$ cat src/rtl/psd_pkg.sv
package psd_pkg;
    localparam int unsigned PSD_BITS = 8;

    typedef enum logic [1:0] {
        ACT_IDLE = 2'd0,
        ACT_LOAD = 2'd1,
        ACT_STEP = 2'd2
    } psd_act_e;
endpackage

$ cat src/rtl/psd_gate.sv
module psd_gate
    import psd_pkg::*;
(
    input  logic     enter_pulse,
    input  logic     field_hit,
    input  logic     mode_on,
    input  logic     adv_pulse,
    input  logic     adv_block,
    input  logic     done,
    output psd_act_e act
);
    logic qual_load;

    always_comb begin
        qual_load = enter_pulse & field_hit & mode_on;
        if (qual_load)
            act = ACT_LOAD;
        else if (adv_pulse && !adv_block && !done)
            act = ACT_STEP;
        else
            act = ACT_IDLE;
    end
endmodule

$ cat src/rtl/psd_shift.sv
module psd_shift
    import psd_pkg::*;
#(
    parameter int unsigned W = PSD_BITS
) (
    input  logic         clk,
    input  logic         rst_n,
    input  psd_act_e     act,
    input  logic [W-1:0] load_bits,
    output logic         latch_out
);
    typedef struct packed {
        logic [W-1:0] bits;
        logic         latch;
    } shift_t;

    shift_t st_d, st_q;

    always_comb begin
        st_d = st_q;
        unique case (act)
            ACT_LOAD: begin
                st_d.bits  = load_bits;
                st_d.latch = 1'b0;
            end
            ACT_STEP: begin
                st_d.latch = ~st_q.bits[0];
                st_d.bits  = {1'b0, st_q.bits[W-1:1]};
            end
            default: ;
        endcase
    end

    always_ff @(posedge clk) begin
        if (!rst_n)
            st_q <= '0;
        else
            st_q <= st_d;
    end

    assign latch_out = st_q.latch;


    load_clears_latch_chk: assert property (@(posedge clk) disable iff (!rst_n)
        (act == ACT_LOAD) |=> !latch_out);


    idle_holds_latch_chk: assert property (@(posedge clk) disable iff (!rst_n)
        (act == ACT_IDLE) |=> $stable(latch_out));
endmodule

$ cat src/rtl/psd_tracker.sv
module psd_tracker
    import psd_pkg::*;
#(
    parameter int unsigned W = PSD_BITS
) (
    input  logic     clk,
    input  logic     rst_n,
    input  psd_act_e act,
    output logic     done
);
    localparam int unsigned CW = $clog2(W + 1);
    localparam logic [CW-1:0] LAST = CW'(W - 1);

    typedef struct packed {
        logic [CW-1:0] cnt;
        logic          done;
    } trk_t;

    trk_t tk_d, tk_q;

    always_comb begin
        tk_d = tk_q;
        unique case (act)
            ACT_LOAD: begin
                tk_d.cnt  = '0;
                tk_d.done = 1'b0;
            end
            ACT_STEP: begin
                tk_d.cnt  = tk_q.cnt + 1'b1;
                tk_d.done = (tk_q.cnt == LAST);
            end
            default: ;
        endcase
    end

    always_ff @(posedge clk) begin
        if (!rst_n) begin
            tk_q.cnt  <= '0;
            tk_q.done <= 1'b1;
        end else begin
            tk_q <= tk_d;
        end
    end

    assign done = tk_q.done;


    done_sticky_chk: assert property (@(posedge clk) disable iff (!rst_n)
        (done && act != ACT_LOAD) |=> done);


    done_needs_step_chk: assert property (@(posedge clk) disable iff (!rst_n)
        $rose(done) |-> ($past(act) == ACT_STEP));
endmodule

$ cat src/rtl/punch_decode_ser.sv
module punch_decode_ser
    import psd_pkg::*;
#(
    parameter int unsigned W = PSD_BITS
) (
    input  logic         clk,
    input  logic         rst_n,
    input  logic [W-1:0] ext_bus,
    input  logic         enter_pulse,
    input  logic         field_hit,
    input  logic         mode_on,
    input  logic         adv_pulse,
    input  logic         adv_block,
    output logic         punch_decode,
    output logic         byte_done
);
    psd_act_e act_w;

    psd_gate u_gate (
        .enter_pulse (enter_pulse),
        .field_hit   (field_hit),
        .mode_on     (mode_on),
        .adv_pulse   (adv_pulse),
        .adv_block   (adv_block),
        .done        (byte_done),
        .act         (act_w)
    );

    psd_shift #(.W(W)) u_shift (
        .clk       (clk),
        .rst_n     (rst_n),
        .act       (act_w),
        .load_bits (ext_bus),
        .latch_out (punch_decode)
    );

    psd_tracker #(.W(W)) u_trk (
        .clk   (clk),
        .rst_n (rst_n),
        .act   (act_w),
        .done  (byte_done)
    );


    load_wins_chk: assert property (@(posedge clk) disable iff (!rst_n)
        (enter_pulse && field_hit && mode_on && adv_pulse) |=> (!byte_done && !punch_decode));


    done_freezes_out_chk: assert property (@(posedge clk) disable iff (!rst_n)
        (byte_done && !(enter_pulse && field_hit && mode_on)) |=> $stable(punch_decode));
endmodule

$ cat config.mk
export PLATFORM = sky130hd
export DESIGN_NAME = punch_decode_ser
export DESIGN_NICKNAME = d
export VERILOG_FILES = /design/src/rtl/psd_pkg.sv /design/src/rtl/psd_gate.sv /design/src/rtl/psd_shift.sv /design/src/rtl/psd_tracker.sv /design/src/rtl/punch_decode_ser.sv
export SDC_FILE = /design/constraint.sdc
export NUM_CORES = 1
export LEC_CHECK = 0
export ABC_AREA = 1
export BUFFER_PORTS_ARGS = -buffer_cell sky130_fd_sc_hd__buf_2
export CELL_PAD_IN_SITES_DETAIL_PLACEMENT = 0
export CELL_PAD_IN_SITES_GLOBAL_PLACEMENT = 1
export CORE_AREA = 2 2 49 51
export DETAILED_ROUTE_END_ITERATION = 8
export DIE_AREA = 0 0 51 53
export GPL_TIMING_DRIVEN = 0
export PLACE_DENSITY_LB_ADDON = 0.25
export SLEW_MARGIN = 20
export SYNTH_ARGS = -nofsm -noshare
export SYNTH_HDL_FRONTEND = slang
export SYNTH_SLANG_ARGS = --single-unit
$ cat constraint.sdc
create_clock -name clk -period 1.5 [get_ports clk]
set_input_delay 0 -clock clk [delete_from_list [all_inputs] [get_ports clk]]
set_output_delay 0 -clock clk [all_outputs]
set_load 0.01 [all_outputs]
==> impl_metrics.env <==
export IMPL_num_fill_cells=236
export IMPL_cts_resized=0
export IMPL_layout_drive_gt1_share=0.231
export IMPL_path_buf_inv=1
export IMPL_max_cap_viol_count=0
export IMPL_arrival_ns=1.35
export IMPL_final_nets=138
export IMPL_num_rows=17
export IMPL_slew_headroom=0.869
export IMPL_p_total_uw=754
export IMPL_cpMostUsedCell="nor2_1"
export IMPL_start_util=0.347
export IMPL_clk_transition_reported_paths_ns=0.09
export IMPL_coreArea_um2=2150
export IMPL_seq_area_um2=280
export IMPL_synth_distinct_cells=17
export IMPL_tns_ns=0
export IMPL_grtUsageTotal=0.145
export IMPL_timing_rr_start="u_trk.done"
export IMPL_outcome="finished clean"
export IMPL_diodes=0
export IMPL_syn_nets=119
export IMPL_synth_async_reset_ratio=0
export IMPL_synth_area_um2=744
export IMPL_dp_cells=143
export IMPL_synthCells=103
export IMPL_final_cell_mix="nand3_1 (19), nand2_1 (16), buf_2 (14), nand4_1 (14), dfxtp_1 (14)"
export IMPL_crit_path_cell_trace="nor2_4 -> nand2_2 -> buf_6 -> nand3_1 -> nand2_1 -> nor2_1 -> nor2_1"
export IMPL_finalClockSkew_ns=0.00749
export IMPL_cts_root_buf="clkbuf_4"
export IMPL_ys_flop_type="dfxtp_1"
export IMPL_ys_warn_count=0
export IMPL_cp_required_ns=1.68
export IMPL_drt_first_pass_iters=4
export IMPL_via_per_inst=4.80
export IMPL_leakagePower_uw=0.000426
export IMPL_drc_errors=0
export IMPL_synth_seq_area_share=0.376
export IMPL_timing_final_max_slew_violations=0
export IMPL_gp_congestion=0.687
export IMPL_endpoint_kind="register"
export IMPL_ant_nets=0
export IMPL_hold_viol_final=0
export IMPL_h_tree_depth=1
export IMPL_first_global_vias=653
export IMPL_cp_top_family="simple AND/OR/NAND/NOR gates"
export IMPL_crit_start="u_trk.done"
export IMPL_ios=17
export IMPL_synth_avg_cell_area_um2=7.23
export IMPL_hold_path_class="input pin to register"
export IMPL_ir_worst_vdd_uv=425
export IMPL_drt_iter0_markers=5
export IMPL_max_freq_ghz=0.851
export IMPL_finalSetupViolations=0
export IMPL_ys_seq_elements=14
export IMPL_grt_max_degree=11
export IMPL_period_needed_ns=1.18
export IMPL_wl_per_cell_um=10.6
export IMPL_crit_fanout=10
export IMPL_grt_overflow=0
export IMPL_die_width_um=51
export IMPL_routed_wl_um=1580
export IMPL_power_density_nw_per_um2=842
export IMPL_dp_hpwl_um=1190
export IMPL_worst_pin_slew_ns=0.196
export IMPL_clk_insertion_delay_late_ns=0.28
export IMPL_numClockSinks=14
export IMPL_layout_commonest_cell="nand3_1"
export IMPL_multi_input_area_um2=364
export IMPL_critPathKind="register to register"
export IMPL_cts_inserted_buffers=3
export IMPL_io_buffers=12
export IMPL_vias=715
export IMPL_start_kind="register"
export IMPL_cpPeakStageDelay_ns=0.35
export IMPL_min_from="ext_bus[4]"
export IMPL_die_height_um=53
export IMPL_dieArea_um2=2700
export IMPL_cts_path_max_buffers=2
export IMPL_antenna_found_initial=0
export IMPL_fin_cells=149
export IMPL_cts_tree="yes"
export IMPL_synth_edff_count=0
export IMPL_grt_pass1_wl_um=2910
export IMPL_grt_setup_unrepaired="false"
export IMPL_syn_to_final_growth_pct=20.3
export IMPL_cp_slowest_cell="dfxtp_1"
export IMPL_period_share=0.784
==> repair_timing <==
action                                  CTS  global route
endpoints found under the hold margin     2             0
setup buffers                             0             0
endpoints found under the setup margin    0             0
hold buffers                              2             0
==> state kept, by name, indices dropped and copies added (netlist names) <==
name and cells:
u_shift.latch_out 1, u_shift.st_q 8, u_trk.done 1, u_trk.tk_q 4
==> final cells by class <==
cell class,instances,area share
sequential,14,0.313
inverter,12,0.0503
buffer,7,0.0615
tap,28,0.0391
multi-input combinational,70,0.406
clock buffer,4,0.0405
timing repair buffer,14,0.0894
==> metrics by stage <==
| stage | setup slack (ns) | hold WS, ns | instance area, um2 | utilization |
|---|---|---|---|---|
| 2_1_floorplan | 0.420 | 0.154 | 744 | - |
| 4_1_cts | 0.313 | 0.0479 | 896 | 0.417 |
| 5_1_grt | 0.205 | 0.0531 | 896 | 0.417 |
| 6_report | 0.324 | 0.0460 | 896 | 0.417 |
| 3_3_place_gp | 0.347 | 0.285 | 840 | 0.391 |
| 3_5_place_dp | 0.327 | 0.286 | 840 | 0.391 |
==> logic make-up after synthesis <==
logic type	after synthesis	synth area share
AO/OA/AOI/OAI	5	0.0336
adder cells (fa/ha/maj)	1	0.0168
flip-flops	14	0.376
AND/OR/NAND/NOR	64	0.439
buffers and inverters	19	0.134
==> synthesized netlist by cell type, types with 2 or more instances <==
cell | instances | share of area
nand3_1 | 19 | 0.13
nor2_4 | 2 | 0.030
a21oi_1 | 4 | 0.027
inv_1 | 11 | 0.055
nand4_1 | 14 | 0.12
buf_2 | 2 | 0.013
dfxtp_1 | 14 | 0.38
buf_6 | 2 | 0.030
nor2_1 | 10 | 0.050
nand2_1 | 16 | 0.081
buf_4 | 3 | 0.030
==> worst paths after layout <==
kind / end / slack [ns] / cells past startpoint
worst max-delay path: u_shift.st_q[7] / 0.32 / 7
worst min-delay path: u_shift.st_q[5] / 0.05 / 5
worst max register to register: u_shift.st_q[7] / 0.32 / 7
worst min register to register: u_shift.st_q[8] / 0.47 / 2
==> per-layer routing <==
metal  part of all wire  track usage
met1               0.48        0.190
met2               0.45        0.229
met3              0.053       0.0282
met4             0.0089       0.0676
met5                  0            0
==> power by group <==
part | leakage (uW) | switching [uW] | internal, uW
clock | 0.0000210 | 124 | 148
combinational | 0.000292 | 52.5 | 41.0
sequential | 0.000114 | 6.97 | 382
==> worst register-to-register path, stage by stage, from the launching register on <==
cell	delay, ns
dfxtp_1	0.35
nor2_4	0.21
nand2_2	0.11
buf_6	0.16
nand3_1	0.07
nand2_1	0.05
nor2_1	0.09
nor2_1	0.04
(Power assumes the default switching activity.)
